===== src/rtl/adc_seq_pkg.sv =====
package adc_seq_pkg;
  localparam int SAMPLE_W = 12;
  localparam int BYTE_W   = 8;
  localparam int PAIR_W   = 2 * BYTE_W;

  typedef enum logic [2:0] {
    ST_INIT,
    ST_LAUNCH,
    ST_WAIT,
    ST_HI,
    ST_LO,
    ST_HALT
  } seq_state_t;

  // Left-justify a sample into a two-byte word, zero-filling the tail.
  function automatic logic [PAIR_W-1:0] pack_pair(input logic [SAMPLE_W-1:0] s);
    return {s, {(PAIR_W - SAMPLE_W){1'b0}}};
  endfunction

  // Upper byte first, lower byte second.
  function automatic logic [BYTE_W-1:0] pick_byte(input logic [PAIR_W-1:0] p,
                                                  input logic second);
    return second ? p[BYTE_W-1:0] : p[PAIR_W-1:BYTE_W];
  endfunction
endpackage


===== src/rtl/seq_chan_ctr.sv =====
module seq_chan_ctr #(
  parameter int NUM_CH = 8,
  localparam int CH_W = (NUM_CH > 1) ? $clog2(NUM_CH) : 1
) (
  input  logic            clk,
  input  logic            rst_n,
  input  logic            advance,
  output logic [CH_W-1:0] chan
);
  localparam logic [CH_W-1:0] LAST = CH_W'(NUM_CH - 1);

  logic [CH_W-1:0] chan_q;

  always_ff @(posedge clk or negedge rst_n) begin
    if (!rst_n) begin
      chan_q <= '0;
    end else if (advance) begin
      chan_q <= (chan_q == LAST) ? '0 : chan_q + 1'b1;
    end
  end

  assign chan = chan_q;
endmodule


===== src/rtl/seq_addr_ctr.sv =====
module seq_addr_ctr #(
  parameter int FIELD_W   = 8,
  parameter int LO_FIELDS = 2,
  parameter int HI_W      = 7,
  localparam int ADDR_W   = LO_FIELDS * FIELD_W + HI_W
) (
  input  logic              clk,
  input  logic              rst_n,
  input  logic              inc,
  output logic [ADDR_W-1:0] addr,
  output logic [HI_W-1:0]   hi_next
);
  logic [LO_FIELDS:0] carry;
  logic [HI_W-1:0]    hi_q;

  assign carry[0] = inc;

  for (genvar g = 0; g < LO_FIELDS; g++) begin : g_field
    logic [FIELD_W-1:0] fld_q;
    always_ff @(posedge clk or negedge rst_n) begin
      if (!rst_n) begin
        fld_q <= '0;
      end else if (carry[g]) begin
        fld_q <= fld_q + 1'b1;
      end
    end
    assign carry[g+1] = carry[g] & (&fld_q);
    assign addr[g*FIELD_W +: FIELD_W] = fld_q;
  end

  assign hi_next = carry[LO_FIELDS] ? hi_q + 1'b1 : hi_q;

  always_ff @(posedge clk or negedge rst_n) begin
    if (!rst_n) begin
      hi_q <= '0;
    end else begin
      hi_q <= hi_next;
    end
  end

  assign addr[ADDR_W-1 -: HI_W] = hi_q;
endmodule


===== src/rtl/seq_byte_pack.sv =====
module seq_byte_pack
  import adc_seq_pkg::*;
(
  input  logic                clk,
  input  logic                rst_n,
  input  logic                load,
  input  logic [SAMPLE_W-1:0] sample_in,
  input  logic                second,
  output logic [BYTE_W-1:0]   byte_out
);
  logic [PAIR_W-1:0] pair_q;

  always_ff @(posedge clk or negedge rst_n) begin
    if (!rst_n) begin
      pair_q <= '0;
    end else if (load) begin
      pair_q <= pack_pair(sample_in);
    end
  end

  assign byte_out = pick_byte(pair_q, second);
endmodule


===== src/rtl/adc_flash_seq.sv =====
module adc_flash_seq
  import adc_seq_pkg::*;
#(
  parameter int NUM_CH  = 8,
  parameter int FIELD_W = 8,
  parameter int HI_W    = 7,
  parameter int FULL_HI = 63,
  localparam int CH_W      = (NUM_CH > 1) ? $clog2(NUM_CH) : 1,
  localparam int LO_FIELDS = 2,
  localparam int ADDR_W    = LO_FIELDS * FIELD_W + HI_W
) (
  input  logic                clk,
  input  logic                rst_n,
  output logic                conv_start,
  output logic [CH_W-1:0]     conv_chan,
  input  logic                conv_done,
  input  logic [SAMPLE_W-1:0] conv_result,
  output logic                wr_valid,
  input  logic                wr_ready,
  output logic [BYTE_W-1:0]   wr_byte,
  output logic [ADDR_W-1:0]   wr_addr,
  output logic                full,
  output logic                overrun
);
  seq_state_t      state_q, state_d;
  logic [HI_W-1:0] hi_next;
  logic            overrun_q;

  // Named internal events, also observed by the bound checker.
  logic st_wait, evt_capture, evt_hi_acc, evt_lo_acc, evt_limit, evt_stray;

  assign st_wait     = (state_q == ST_WAIT);
  assign evt_capture = st_wait && conv_done;
  assign evt_hi_acc  = (state_q == ST_HI) && wr_ready;
  assign evt_lo_acc  = (state_q == ST_LO) && wr_ready;
  assign evt_limit   = evt_lo_acc && (hi_next == HI_W'(FULL_HI));
  assign evt_stray   = conv_done && !st_wait && (state_q != ST_HALT);

  always_comb begin
    state_d = state_q;
    unique case (state_q)
      ST_INIT:   state_d = ST_LAUNCH;
      ST_LAUNCH: state_d = ST_WAIT;
      ST_WAIT:   if (conv_done)  state_d = ST_HI;
      ST_HI:     if (wr_ready)   state_d = ST_LO;
      ST_LO:     if (evt_lo_acc) state_d = evt_limit ? ST_HALT : ST_LAUNCH;
      ST_HALT:   state_d = ST_HALT;
      default:   state_d = ST_INIT;
    endcase
  end

  always_ff @(posedge clk or negedge rst_n) begin
    if (!rst_n) begin
      state_q   <= ST_INIT;
      overrun_q <= 1'b0;
    end else begin
      state_q <= state_d;
      if (evt_stray) overrun_q <= 1'b1;
    end
  end

  seq_chan_ctr #(.NUM_CH(NUM_CH)) u_chan (
    .clk     (clk),
    .rst_n   (rst_n),
    .advance (evt_lo_acc),
    .chan    (conv_chan)
  );

  seq_addr_ctr #(.FIELD_W(FIELD_W), .LO_FIELDS(LO_FIELDS), .HI_W(HI_W)) u_addr (
    .clk     (clk),
    .rst_n   (rst_n),
    .inc     (evt_hi_acc || evt_lo_acc),
    .addr    (wr_addr),
    .hi_next (hi_next)
  );

  seq_byte_pack u_pack (
    .clk       (clk),
    .rst_n     (rst_n),
    .load      (evt_capture),
    .sample_in (conv_result),
    .second    (state_q == ST_LO),
    .byte_out  (wr_byte)
  );

  assign conv_start = (state_q == ST_LAUNCH);
  assign wr_valid   = (state_q == ST_HI) || (state_q == ST_LO);
  assign full       = (state_q == ST_HALT);
  assign overrun    = overrun_q;
endmodule


===== config.mk =====
export PLATFORM = sky130hd
export DESIGN_NAME = adc_flash_seq
export DESIGN_NICKNAME = d
export VERILOG_FILES = /design/src/rtl/adc_seq_pkg.sv /design/src/rtl/seq_chan_ctr.sv /design/src/rtl/seq_addr_ctr.sv /design/src/rtl/seq_byte_pack.sv /design/src/rtl/adc_flash_seq.sv
export SDC_FILE = /design/constraint.sdc
export NUM_CORES = 1
export LEC_CHECK = 0
export ABC_AREA = 1
export CAP_MARGIN = 40
export CORE_MARGIN = 2
export CORE_UTILIZATION = 53
export DETAILED_ROUTE_END_ITERATION = 10
export MAX_ROUTING_LAYER = met4
export PLACE_DENSITY = 0.85
export SYNTH_ARGS = -nofsm -noshare
export SYNTH_HDL_FRONTEND = slang
export SYNTH_SLANG_ARGS = --single-unit

===== constraint.sdc =====
create_clock -name clk -period 2.4 [get_ports clk]
set_input_delay 0.72 -clock clk [delete_from_list [all_inputs] [get_ports clk]]
set_output_delay 0.72 -clock clk [all_outputs]
set_load 0.005 [all_outputs]

# == After elaboration in Yosys (flattened, before gate mapping) ==
# Cells that the tools add are included.
# word_totals
register_bits,42
input_bits,16
elab_cells,45
# classes
eq_ne,11
n_mux,8
add_sub_neg,4
reduce_logical,13
bitwise_logic,2
# ops
op,n
3-bit one-hot mux with 6 select lines,1
8-bit by 1-bit adder with 8-bit output (second input constant),2
8-bit AND reduction,2
3-bit 2-to-1 mux,5
3-bit == test (second input constant),3
8-bit 2-to-1 mux,1
7-bit by 1-bit adder with 7-bit output (second input constant),1
7-bit by 6-bit == test with 1-bit output (second input constant),1
7-bit 2-to-1 mux,1
3-bit by 2-bit == test with 1-bit output (second input constant),2
1-bit logical AND,6
2-bit != test (second input constant),3
3-bit by 1-bit adder with 3-bit output (second input constant),1
3-bit by 1-bit == test with 1-bit output (second input constant),1
3-bit zero test,1
3-bit != test (second input constant),1
3-bit AND reduction,1
1-bit AND,2
1-bit logical OR,2
1-bit zero test,1

# == Longest topological paths before layout ==
# Gate-level depths: netlist (run 1).
# logic_depth
word_depth,11
ltp_mapped,14
ltp_nobuf,14

# == Cells and area by module ==
# A second synthesis (run 1) with hierarchy kept.
# hier_totals
hier_cells,285
area_unflattened_um2,2253.4
# modules_own_cells
module,instances,area_each_um2,seq_area_each_um2,cells_per_inst
seq_addr_ctr,1,1260.0,575.6,147
seq_byte_pack,1,541.8,300.3,73
adc_flash_seq,1,305.3,100.1,48
seq_chan_ctr,1,146.4,75.1,17

# == Worst setup path before layout (run 1) ==
# No wires, ideal clock.
# synth_path
path_type,reg2out
start,register state_q[1]
end,output port wr_byte[4]
required_ns,1.680
arrival_time_ns,0.985
path_buffers,0
stages_incl_launch_ff,6
setup_slack_ns,0.695
path_cell_list,dfrtp_1 > nor2_2 > nand2_1 > clkinv_1 > nand2_1 > nand2_1
# synth_between
elab_chain_cells,2
# synth_lines
element,line_no,text
"start, declared",adc_flash_seq.sv:25,"seq_state_t state_q, state_d;"
"start signal, assigned",adc_flash_seq.sv:57,state_q <= state_d;
3-bit == test,adc_flash_seq.sv:82,".second (state_q == ST_LO),"
8-bit 2-to-1 mux,adc_seq_pkg.sv:23,return second ? p[BYTE_W-1:0] : p[PAIR_W-1:BYTE_W];
"end, declared",adc_flash_seq.sv:20,"output logic [BYTE_W-1:0] wr_byte,"
# No other way between the ends.

# == Worst setup path after layout (run 1) ==
# layout_path
start,register state_q[1]
end,output port full
# layout_between
elab_chain_cells,1
# layout_lines
element,line_no,text
3-bit == test,adc_flash_seq.sv:88,assign full = (state_q == ST_HALT);
"end, declared",adc_flash_seq.sv:22,"output logic full,"
# No other way between the ends.

==> results of run 1 <==
==> area by class of cell <==
| type | count | area (sq um) | area share |
|---|---|---|---|
| multi-input combinational | 164 | 1005 | 0.3347 |
| clock buffer | 6 | 82.58 | 0.02751 |
| sequential | 42 | 1054 | 0.3510 |
| timing repair buffer | 62 | 598.1 | 0.1992 |
| tap | 50 | 62.56 | 0.02084 |
| clock inverter | 2 | 60.06 | 0.02001 |
| inverter | 36 | 140.1 | 0.04669 |
==> power by group through the flow <==
stage	sequential [W]	combinational [W]	clock, W
2_1_floorplan	0.00101	0.000449	0
3_3_place_gp	0.00102	0.000857	0
3_5_place_dp	0.00103	0.000877	0
4_1_cts	0.00102	0.000922	0.000705
5_1_grt	0.00105	0.00106	0.000740
6_report	0.00102	0.000958	0.000699
==> through the flow <==
stage | area (sq um) | total power, W
global route | 3002 | 0.002847
CTS | 2959 | 0.002648
detailed placement | 2789 | 0.001903
floorplan | 2191 | 0.001457
global placement | 2789 | 0.001876
finish | 3002 | 0.002679
==> kinds of logic (layout without fill, tap and decap cells) <==
group	Yosys count	in the layout	synth area share
flip-flops	42	42	0.4797
multiplexers	9	9	0.04626
XOR/XNOR	16	16	0.06397
adder cells (fa/ha/maj)	5	5	0.02856
AO/OA/AOI/OAI	13	13	0.03313
buffers and inverters	38	106	0.07081
AND/OR/NAND/NOR	121	121	0.2776
==> cell usage in the layout, fill, tap and decap left out, types with 7 or more instances in the layout <==
cell and count:
dfrtp_1 40, nand2_1 63, xor2_1 13, buf_4 9
nand4_1 7, clkdlybuf4s50_1 47, inv_1 34, nand3_1 12
nor2_1 16, mux2_2 7
==> per-layer routing <==
metal / up-vias / global-route usage
li1: 904 / -
met1: 871 / 0.2812
met2: 66 / 0.3568
met3: 9 / 0.06414
met4: 0 / 0.1000
met5: - / -
==> worst register-to-register path: stages (launching register included) <==
cell     delay, ps
dfrtp_1        410
ha_1           250
nand3_2        140
nor3_1         340
nand3_1        220
o21ai_0        340
nor2_1         100
nand3_1         90
nand2_1         60
nand2_1         60
nand2_1         50
==> state kept, by name (all words and copies together) (netlist names) <==
signal and count:
overrun 1, state_q 3, u_addr.g_field.fld_q 16, u_addr.hi_q 7, u_chan.chan 3, u_pack.pair_q 12
==> worst max path at each step <==
stage,cells past startpoint,slack (ps),from,end
floorplan,5,690,state_q[1],wr_byte[4]
global placement,11,30,wr_ready,state_q[2]
detailed placement,10,-50,wr_ready,state_q[2]
CTS,6,5,state_q[0],wr_byte[7]
global route,10,-40,wr_ready,state_q[2]
finish,5,70,state_q[1],full
==> repair_timing <==
action / in CTS / in global routing
endpoints found under the hold margin: 0 / 0
gates resized for setup: 8 / 6
cloned: 0 / 0
pin swaps: 1 / 1
buffers inserted: 2 / 3
hold buffers: 0 / 0
endpoints found under the setup margin: 10 / 4
==> metrics.md, run 1 <==
| Metric | Value |
|---|---|
| Pre-CTS WS | -52.84 ps |
| Critical Path Source Type | flop |
| CP max FO | 5 |
| Hold crit path type | input port to asynchronous set/reset pin |
| Sequential area share after synthesis | 0.4797 |
| Final hold vios | 0 |
| Vias | 1850 |
| Share of the synthesized area in the top cell type | 0.4797 |
| Port Buf Inserts | 53 |
| Final count of negative-setup-slack endpoints | 0 |
| Share of cells above drive strength 1 | 0.1571 |
| Synth area leaders | dfrtp_1 (48%), nand2_1 (11%), inv_1 (5.8%), xor2_1 (5.2%), mux2_2 (3.6%) |
| Post-Route M1 WL | 2056 um |
| H-tree levels | 2 |
| Comb pwr share | 0.358 |
| Crit. End Element | output pin |
| Root Buffer | clkbuf_8 |
| Crit Path Class | flop to output pin |
| Drt pass-1 iters | 4 |
| Clock power frac | 0.261 |
| Cell at the slowest stage of the critical path | clkdlybuf4s50_1 |
| Largest net degree at the start of global routing | 43 |
| Most frequent cell after synthesis | nand2_1 |
| CP bufs+invs | 3 |
| First-pass GRT wire length | 7700 um |
| Critical Path RT | 1680 ps |
| Net Switching | 0.0008267 W |
| CTS tree | done |
| Status | finished clean |
| Die ar. | 0.004664 sq mm |
| Initial antenna violation count | 0 |
| Crit path cell chain | buf_4 -> nor2_1 -> nand2_1 -> inv_1 -> clkdlybuf4s50_1 |
| Wirelength per Cell | 13.03 um |
| Rows | 23 |
| Initial Util | 0.5477 |
| Sw frac | 0.3086 |
| DR WL met2 | 2300 um |
| Reg2reg end | state_q[2] |
| Pint | 0.001852 W |
| Slew @ Worst Pin | 525.1 ps |
| Crit path largest cell delay | 490 ps |
| Final wirelength | 4717 um |
| Hold WS | 468.6 ps |
| Worst Slack Setup Final | 68.89 ps |
| # Max-Cap Violations | 0 |
| Ys flop type | dfrtp_1 |
| Worst R2R Start | u_addr.g_field[1].fld_q[1] |
| DRC errors left | 0 |
| Post-synth EDFFs | 0 |
| Leading area contributor after synthesis | dfrtp_1 |
| Cell Area, Synth | 0.002191 sq mm |
| Layout Utilization | 0.7504 |
| Top Layer Used | met4 |
| Critical path's top delay family | buffers and inverters |
| Mean Syn Cell Area | 8.979 sq um |
| Routability cong. | 0.8324 |
| Syn nets | 265 |
| Yosys warns | 0 |
| GR Overflow Total | 0 |
| FF+latch count, synth | 42 |
| Clk buf depth | 2 |
| Final clock skew | 3.903 ps |
| Async SR Flop Fraction | 1.000 |
| Post-synth cell types | 29 |
| Minimum clock period after layout | 2331 ps |
| Vias per inst | 5.110 |
| Fin Setup TNS | 0 ps |
| Worst relative slew slack | 0.6499 |
| Syn Inst Count | 244 |
| I/O pin cnt | 54 |
| Tcrit/Tclk final | 0.9713 |
| Via count of the first global-routing pass | 1764 |
| Maximum VDD drop | 0.7437 mV |
| Met3 wire len | 277 um |
| Highest Clock Rate | 429.0 MHz |
| Clock latency reported for the late side of the worst-skew pair | 300 ps |
| Leakage | 1.562 nW |
| Layout fillers | 281 |
| Final count of pins violating max slew | 0 |
| Reg2reg setup slack | 250 ps |
| Power share of the sequential group | 0.382 |
| Synth-to-Final Area Change | 37.01% |
| 1st-iter DRT viols | 115 |
| CP arrival | 1610 ps |
| Core Box Area | 0.004000 sq mm |
| DP HPWL | 3239 um |
| Nets | 332 |
| Most instantiated cells after synthesis | nand2_1 (64), dfrtp_1 (42), inv_1 (34) |
| Total Routing Usage GR | 0.2300 |
| Post-route ant nets | 0 |
| Num CTS Buffers | 5 |
| P per Cell Area | 892.6 mW/mm^2 |
| Worst reg2reg path depth | 10 |
| Post-Layout Cell Count | 362 |
| Clock Sinks | 42 |
| Placed insts | 349 |
| Die Span X | 68.30 um |
| N_diodes | 0 |
| Clock Pin Slew Worst Setup and Hold Paths | 80 ps |
| Die Y | 68.30 um |
Power figures use the tool's default switching activity.
==> run 2: changes to the inputs <==
--- a/config.mk
+++ b/config.mk
@@ -7,11 +7,13 @@
 export LEC_CHECK = 0
 export ABC_AREA = 1
 export CAP_MARGIN = 40
-export CORE_MARGIN = 2
-export CORE_UTILIZATION = 53
+export CORE_MARGIN = 3
+export CORE_UTILIZATION = 55
+export CTS_BUF_LIST = sky130_fd_sc_hd__clkbuf_4 sky130_fd_sc_hd__clkbuf_8
 export DETAILED_ROUTE_END_ITERATION = 10
 export MAX_ROUTING_LAYER = met4
-export PLACE_DENSITY = 0.85
+export PLACE_DENSITY = 0.88
 export SYNTH_ARGS = -nofsm -noshare
 export SYNTH_HDL_FRONTEND = slang
 export SYNTH_SLANG_ARGS = --single-unit
+export TNS_END_PERCENT = 10
==> metrics.md, run 2 (synthesis gave the netlist of run 1 again) <==
| Metric | Value |
|---|---|
| Pre-CTS WS | 30.99 ps |
| Via count of the first global-routing pass | 1814 |
| CTS tree | done |
| Crit path largest cell delay | 480 ps |
| Vias | 1823 |
| Largest net degree at the start of global routing | 43 |
| Num CTS Buffers | 5 |
| DP HPWL | 3418 um |
| GR Overflow Total | 0 |
| Leakage | 1.523 nW |
| FF+latch area | 0.001055 sq mm |
| DRC errors left | 0 |
| # Max-Cap Violations | 0 |
| Critical Path Source Type | flop |
| Die ar. | 0.004777 sq mm |
| Nets | 332 |
| Multi-input combinational cell area | 0.001002 sq mm |
| Crit. End Element | output pin |
| Tcrit/Tclk final | 0.9807 |
| Clock Sinks | 42 |
| Wirelength per Cell | 13.63 um |
| Root Buffer | clkbuf_8 |
| Hold crit path type | input port to asynchronous set/reset pin |
| Die Span X | 69.12 um |
| Worst relative slew slack | 0.6489 |
| Minimum clock period after layout | 2354 ps |
| Highest Clock Rate | 424.9 MHz |
| Initial Util | 0.5852 |
| RSZ-0062 raised after global routing | yes |
| CP arrival | 1630 ps |
| Routability cong. | 0.9208 |
| Port Buf Inserts | 53 |
| Biggest regs | u_addr.g_field.fld_q: 16 flops, u_pack.pair_q: 12 flops, u_addr.hi_q: 7 flops |
| Post-Route M1 WL | 2040 um |
| Biggest register | u_addr.g_field.fld_q |
| Maximum VDD drop | 0.5649 mV |
| I/O pin cnt | 54 |
| Final wirelength | 4907 um |
| Top Layer Used | met4 |
| N_diodes | 0 |
| DR WL met2 | 2487 um |
| Total power | 0.002436 W |
| Rows | 22 |
| CP max FO | 5 |
| Clock latency reported for the late side of the worst-skew pair | 300 ps |
| Share of cells above drive strength 1 | 0.1635 |
| Crit path cell chain | buf_4 -> nor2_1 -> nand2_1 -> inv_1 -> clkdlybuf4s50_1 |
| 1st-iter DRT viols | 114 |
| Final hold vios | 0 |
| Post-route ant nets | 0 |
| Critical Path RT | 1680 ps |
| Status | finished clean |
| Final count of negative-setup-slack endpoints | 0 |
| First-pass GRT wire length | 8073 um |
| Clock Pin Slew Worst Setup and Hold Paths | 80 ps |
| Critical path's top delay family | buffers and inverters |
| Synth-to-Final Area Change | 34.38% |
| Most common cell after layout, fill and taps aside | nand2_1 |
| Cell at the slowest stage of the critical path | clkdlybuf4s50_1 |
| Layout fillers | 278 |
| Total Routing Usage GR | 0.2169 |
| Met3 wire len | 271 um |
| P per Cell Area | 827.3 mW/mm^2 |
| Initial antenna violation count | 0 |
| Max reg flops | 16 |
| Vias per inst | 5.064 |
| Clk buf depth | 2 |
| Final count of pins violating max slew | 0 |
| H-tree levels | 2 |
| Worst Slack Setup Final | 46.27 ps |
| Crit Path Class | flop to output pin |
| Drt pass-1 iters | 4 |
| CP bufs+invs | 3 |
| Final clock skew | 8.565 ps |
| Die Y | 69.12 um |
| Slew @ Worst Pin | 526.6 ps |
| Layout Utilization | 0.7864 |
| Most frequent cells in the layout | nand2_1 (63), clkdlybuf4s50_1 (45), dfrtp_1 (39) |
| Core Box Area | 0.003744 sq mm |
[run 2: worst reg2reg max path: stages, from the launching register on]
cell,delay [ps]
dfrtp_1,400
ha_1,250
nand3_2,140
nor3_1,330
nand3_1,180
o21ai_0,280
nor2_1,100
nand3_1,110
nand2_1,60
nand2_1,60
nand2_1,60
[run 2: power by group]
group | switching [W] | internal [W]
logic | 0.000424 | 0.000495
clock network | 0.000242 | 0.000243
registers | 0.000147 | 0.000885
total | 0.000813 | 0.00162
[run 2: area by class of cell]
cell class | count | area share
repair buffers | 62 | 0.2010
well taps | 48 | 0.02040
multi-input cells | 164 | 0.3404
flip-flops and latches | 42 | 0.3583
clock inverters | 1 | 0.001700
inverters | 36 | 0.04760
clock buffers | 7 | 0.03060
[run 2: routing by layer]
layer / track usage / up-vias
met4: 0.06941 / 0
li1: - / 903
met2: 0.3517 / 57
met3: 0.06706 / 11
met1: 0.2583 / 852
met5: - / -
[run 2: stage by stage]
| step | setup TNS [ps] | cell area, sq um | cells | hold slack, ps |
|---|---|---|---|---|
| 5_1_grt | -15.41 | 2944 | 360 | 516.6 |
| 4_1_cts | 0 | 2920 | 359 | 493.9 |
| 6_report | 0 | 2944 | 360 | 472.1 |
| 3_3_place_gp | 0 | 2794 | 348 | 454.9 |
| 2_1_floorplan | 0 | 2191 | 244 | 424.4 |
| 3_5_place_dp | 0 | 2794 | 348 | 483.0 |
[run 2: path summary, 6_finish.rpt]
check                                                   to                       start  slack (ps)  cells past startpoint
min in group clk                                   overrun                     overrun         500                      1
worst min-delay path            u_addr.g_field[0].fld_q[3]                       rst_n         470                      2
worst min register to register                     overrun                     overrun         500                      1
worst max-delay path                                  full                  state_q[1]          50                      5
worst max register to register                  state_q[2]  u_addr.g_field[1].fld_q[1]         320                     10
max in group asynchronous                       state_q[1]                       rst_n        1530                      2
[run 2: timing repair]
item,CTS,global route
endpoints found under the setup margin,9,4
buffers inserted,3,1
pin swaps,1,0
hold buffers,0,0
resized for setup,11,6
==> run 3: changes to the inputs <==
--- a/config.mk
+++ b/config.mk
@@ -10,9 +10,11 @@
 export CORE_MARGIN = 3
 export CORE_UTILIZATION = 55
 export CTS_BUF_LIST = sky130_fd_sc_hd__clkbuf_4 sky130_fd_sc_hd__clkbuf_8
+export CTS_CLUSTER_DIAMETER = 60
 export DETAILED_ROUTE_END_ITERATION = 10
 export MAX_ROUTING_LAYER = met4
 export PLACE_DENSITY = 0.88
+export SLEW_MARGIN = 20
 export SYNTH_ARGS = -nofsm -noshare
 export SYNTH_HDL_FRONTEND = slang
 export SYNTH_SLANG_ARGS = --single-unit
==> results of run 3 <==
No change in the layout: final DEF, timing and power equal those of run 2.
